$ cat config.mk
export PLATFORM = sky130hd
export DESIGN_NAME = tin_edge_detect
export DESIGN_NICKNAME = d
export VERILOG_FILES = /design/src/rtl/tin_edge_pkg.sv /design/src/rtl/tin_edge_ctrl.sv /design/src/rtl/tin_edge_dpath.sv /design/src/rtl/tin_edge_detect.sv
export SDC_FILE = /design/constraint.sdc
export NUM_CORES = 1
export LEC_CHECK = 0
export CORE_AREA = 2 2 39 41
export CTS_CLUSTER_DIAMETER = 100
export DETAILED_ROUTE_END_ITERATION = 12
export DIE_AREA = 0 0 41 43
export DONT_BUFFER_PORTS = 1
export PLACE_DENSITY_LB_ADDON = 0.25
export SYNTH_ARGS = -nofsm -noshare
export SYNTH_HDL_FRONTEND = slang
export SYNTH_SLANG_ARGS = --single-unit
$ cat constraint.sdc
create_clock -name clk -period 0.9 [get_ports clk]
set_input_delay 0.09 -clock clk [delete_from_list [all_inputs] [get_ports clk]]
set_output_delay 0.09 -clock clk [all_outputs]
set_load 0.1 [all_outputs]
$ cat src/rtl/tin_edge_pkg.sv
package tin_edge_pkg;

  typedef enum logic [1:0] {
    SEL_NONE = 2'b00,
    SEL_RISE = 2'b01,
    SEL_FALL = 2'b10,
    SEL_BOTH = 2'b11
  } edge_sel_e;

  // strobes from control to datapath
  typedef struct packed {
    logic sample;   // take a sample into the history this cycle
    logic commit;   // allow an agreed level to replace the stored level
  } tin_strobe_t;

endpackage

$ cat src/rtl/tin_edge_ctrl.sv
module tin_edge_ctrl
  import tin_edge_pkg::*;
(
  input  logic        clk,
  input  logic        rstN,
  input  logic        enable,
  input  logic        captureMode,
  input  logic        sampleTick,
  input  edge_sel_e   edgeSel,
  input  logic        rawRise,
  input  logic        rawFall,
  output tin_strobe_t strb,
  output logic        edgePulse
);

  logic sampleGate;
  logic wantRise;
  logic wantFall;
  logic pulseNext;

  // the sampling rate depends on how the edge is used downstream
  always_comb begin
    if (captureMode) sampleGate = sampleTick;
    else             sampleGate = 1'b1;
  end

  always_comb begin
    strb.sample = enable && sampleGate;
    strb.commit = enable && sampleGate;
  end

  assign wantRise  = (edgeSel == SEL_RISE) || (edgeSel == SEL_BOTH);
  assign wantFall  = (edgeSel == SEL_FALL) || (edgeSel == SEL_BOTH);
  assign pulseNext = (rawRise && wantRise) || (rawFall && wantFall);

  always_ff @(posedge clk) begin
    if (!rstN) edgePulse <= 1'b0;
    else       edgePulse <= pulseNext;
  end

endmodule

$ cat src/rtl/tin_edge_dpath.sv
module tin_edge_dpath
  import tin_edge_pkg::*;
#(
  parameter int SYNC_STAGES = 2,
  parameter int FILT_LEN    = 2
) (
  input  logic        clk,
  input  logic        rstN,
  input  logic        pinIn,
  input  tin_strobe_t strb,
  output logic        rawRise,
  output logic        rawFall,
  output logic        storedLevel
);

  localparam int HIST_W = FILT_LEN - 1;

  logic [SYNC_STAGES-1:0] syncChain;
  logic                   syncOut;
  logic [HIST_W-1:0]      histReg;
  logic [HIST_W-1:0]      histNext;
  logic                   agree;
  logic                   accept;

  always_ff @(posedge clk) begin
    if (!rstN) syncChain <= '0;
    else       syncChain <= {syncChain[SYNC_STAGES-2:0], pinIn};
  end

  assign syncOut = syncChain[SYNC_STAGES-1];

  generate
    if (HIST_W == 1) begin : g_hist_one
      assign histNext = syncOut;
    end else begin : g_hist_many
      assign histNext = {histReg[HIST_W-2:0], syncOut};
    end
  endgenerate

  always_ff @(posedge clk) begin
    if (!rstN)           histReg <= '0;
    else if (strb.sample) histReg <= histNext;
  end

  // current sample agrees with all earlier samples in the window
  assign agree  = (histReg == {HIST_W{syncOut}});
  assign accept = strb.commit && agree;

  assign rawRise = accept && syncOut && !storedLevel;
  assign rawFall = accept && !syncOut && storedLevel;

  always_ff @(posedge clk) begin
    if (!rstN)       storedLevel <= 1'b0;
    else if (accept) storedLevel <= syncOut;
  end

endmodule

$ cat src/rtl/tin_edge_detect.sv
module tin_edge_detect
  import tin_edge_pkg::*;
#(
  parameter int SYNC_STAGES = 2,
  parameter int FILT_LEN    = 2
) (
  input  logic       clk,
  input  logic       rstN,
  input  logic       enable,
  input  logic       captureMode,
  input  logic       sampleTick,
  input  logic [1:0] edgeSel,
  input  logic       pinIn,
  output logic       edgePulse
);

  tin_strobe_t strb;
  logic        rawRise;
  logic        rawFall;
  logic        storedLevel;
  edge_sel_e   selType;

  assign selType = edge_sel_e'(edgeSel);

  tin_edge_ctrl uCtrl (
    .clk         (clk),
    .rstN        (rstN),
    .enable      (enable),
    .captureMode (captureMode),
    .sampleTick  (sampleTick),
    .edgeSel     (selType),
    .rawRise     (rawRise),
    .rawFall     (rawFall),
    .strb        (strb),
    .edgePulse   (edgePulse)
  );

  tin_edge_dpath #(
    .SYNC_STAGES (SYNC_STAGES),
    .FILT_LEN    (FILT_LEN)
  ) uDp (
    .clk         (clk),
    .rstN        (rstN),
    .pinIn       (pinIn),
    .strb        (strb),
    .rawRise     (rawRise),
    .rawFall     (rawFall),
    .storedLevel (storedLevel)
  );

endmodule

==> key figures <==
Run status
  • Outcome: completed

Finish
  • P&R area growth vs syn: 50.88%
  • Final net count: 40
  • Most frequent cells in the layout: 4 x dlygate4sd3_1, 3 x and2_1, 3 x clkbuf_4, 3 x dfxtp_1
  • Fraction of layout instances using a drive strength above 1: 29.03%
  • Fillcell total: 155
  • Diode count: 0
  • Final non-filler cell total: 47
  • Utilization after layout: 23.33%
  • Most common cell after layout, fill and taps aside: dlygate4sd3_1

Detailed routing
  • Post-DRT Antenna Nets: 0
  • WL per Instance: 9.213 µm
  • DR pass1 iterations: 2
  • Via count: 195
  • DRC: 0
  • DR iter-0 viols: 7
  • Vias per cell: 4.149
  • WL final: 433 µm

Placement
  • Place WS: 0.06732 ns
  • Number of buffers added on ports: 0
  • RePlAce Congestion: 0.6335
  • Placed cells: 39

STA
  • Setup TNS: 0 ns
  • Worst-Margin Slew: 0.1232 ns
  • Final Cycle Share: 92.16%
  • Final worst-path setup slack: 0.07060 ns
  • Hold Violations, Final: 0
  • Relative slew slack: 91.78%
  • Min Tclk post-route: 0.8294 ns
  • RSZ-0062 raised after global routing: no
  • Pins Over Slew Limit: 0
  • Clock Skew: 0.001265 ns
  • Setup Viol. Count Final: 0
  • FMAX: 1206 MHz

Worst setup path
  • FF-to-FF Start: uDp.histReg
  • Critical Path End Type: output port
  • R2r setup slk: 0.07 ns
  • Worst path cell trace: buf_12
  • CP delay by family, top: flip-flops
  • Setup crit start: uCtrl.edgePulse
  • Crit-path max FO: 1
  • CP Data Arrival Time: 0.74 ns
  • Crit-path slowest cell: dfxtp_2
  • R2R depth: 3
  • Setup CP Type: reg2out
  • CP peak stage delay: 0.33 ns
  • WP buf/inv: 1
  • End of the worst register-to-register path: uCtrl.edgePulse
  • Worst EP required: 0.81 ns
  • Crit path launch type: flip-flop

Synth
  • Synth Cell Area: 214.0 µm²
  • Warnings from Yosys: 0
  • FF+latch count, synth: 5
  • Post-Syn Nets: 30
  • Register area share after synthesis: 46.78%
  • Yosys cell types: 14
  • Synth Instances: 22
  • Syn Area/Cell: 9.725 µm²

Die
  • Die area: 0.001763 mm²
  • Initial Util: 15.46%
  • Placement Rows: 14
  • Die Y: 43 µm
  • Width of the die: 41 µm
  • I/O pin cnt: 9
  • Placeable Area: 0.001384 mm²

Clock tree
  • TritonCTS Buffers: 3
  • Setup bufs post-CTS: 0
  • Clock Tree Root: clkbuf_4
  • TritonCTS clock tree: yes
  • Clock transition at path regs: 0.04 ns
  • CTS sink cnt: 5
  • Skew-Pair Late Insertion Delay: 0.24 ns
  • Max clock buf depth: 2
  • H-tree depth: 1

Hold path
  • Hold Path Cell Cnt: 2
  • Hold EP: uCtrl.edgePulse
  • HP Start: enable
  • Hold Crit Class: in2reg

Power and ir drop
  • Pwr dens: 1629 mW/mm²
  • Leakage: 0.1231 nW
  • Peak supply drop: 0.7124 mV

Global route
  • Largest net degree at the start of global routing: 7
  • Total global routing overflow: 0
  • GRT Resource Usage Total: 6.848%
  • Initial antenna violation count: 0
  • Vias in the first global route: 173
  • Global-route wire length before repair: 683 µm

Job
  • Max Cap Viol: 0
metal layers:
metal / up-vias / wire length (µm) / GRT usage [%]
met3: 0 / 69 / 10.47
met2: 11 / 165 / 7.500
li1: 98 / - / -
met1: 86 / 198 / 6.818
met4: 0 / 0 / 2.000
met5: - / 0 / 0
state kept, by name, summed over array words and instances (netlist names):
signal,count
uDp.histReg,1
uDp.storedLevel,1
uDp.syncChain,2
uCtrl.edgePulse,1
where the power goes:
group / internal [mW] / switching [mW]
registers: 0.228 / 0.00303
logic: 0.0228 / 0.0125
clock network: 0.168 / 0.0919
stage by stage:
stage	power (mW)	instance area [µm²]	hold slack (ns)
2_1_floorplan	0.2518	215.2	0.2117
3_3_place_gp	0.2546	255.2	0.2147
3_5_place_dp	0.2551	255.2	0.2180
4_1_cts	0.5365	311.5	0.002082
5_1_grt	0.5629	322.8	0.01324
6_report	0.5258	322.8	0.01217
cells by family after synthesis:
| kind of cell | after synthesis | share of synthesized area [%] |
|---|---|---|
| AND/OR/NAND/NOR | 12 | 37.42 |
| flip-flops | 5 | 46.79 |
| buffers and inverters | 1 | 1.753 |
| AO/OA/AOI/OAI | 4 | 14.04 |
cell type report:
class                   count  area (µm²)  area share, %
flip-flops and latches      5       102.6          31.78
multi-input cells          16       110.1          34.11
clock buffers               4       26.28          8.140
inverters                   1       3.754          1.163
well taps                  16       20.02          6.202
repair buffers              5       60.06          18.60
Yosys cell counts:
master    count  area (µm²)
dfxtp_1       5       100.1
and2_1        3       18.77
nand3_1       2       10.01
nand4_1       2       12.51
a21bo_1       1       10.01
a21oi_1       1       5.000
a21oi_2       1       8.760
and3_2        1       7.510
and4b_1       1       10.01
inv_1         1       3.750
nand2_1       1       3.750
nand2b_4      1       13.76
nor2_1        1       3.750
o22ai_1       1       6.260
what timing repair did:
action | 4_1_cts | 5_1_grt
resized for setup | 0 | 1
endpoints found under the setup margin | 0 | 1
hold buffers | 3 | 1
hold endpoints to repair | 4 | 1
worst max path at each step:
| stage | to | depth (start not counted) |
|---|---|---|
| after CTS | uCtrl.edgePulse | 3 |
| final | edgePulse | 1 |
| after global routing | uDp.storedLevel | 3 |
| after floorplan | uCtrl.edgePulse | 3 |
| after detailed placement | uDp.storedLevel | 3 |
| after global placement | uCtrl.edgePulse | 3 |
(Power assumes the default switching activity.)
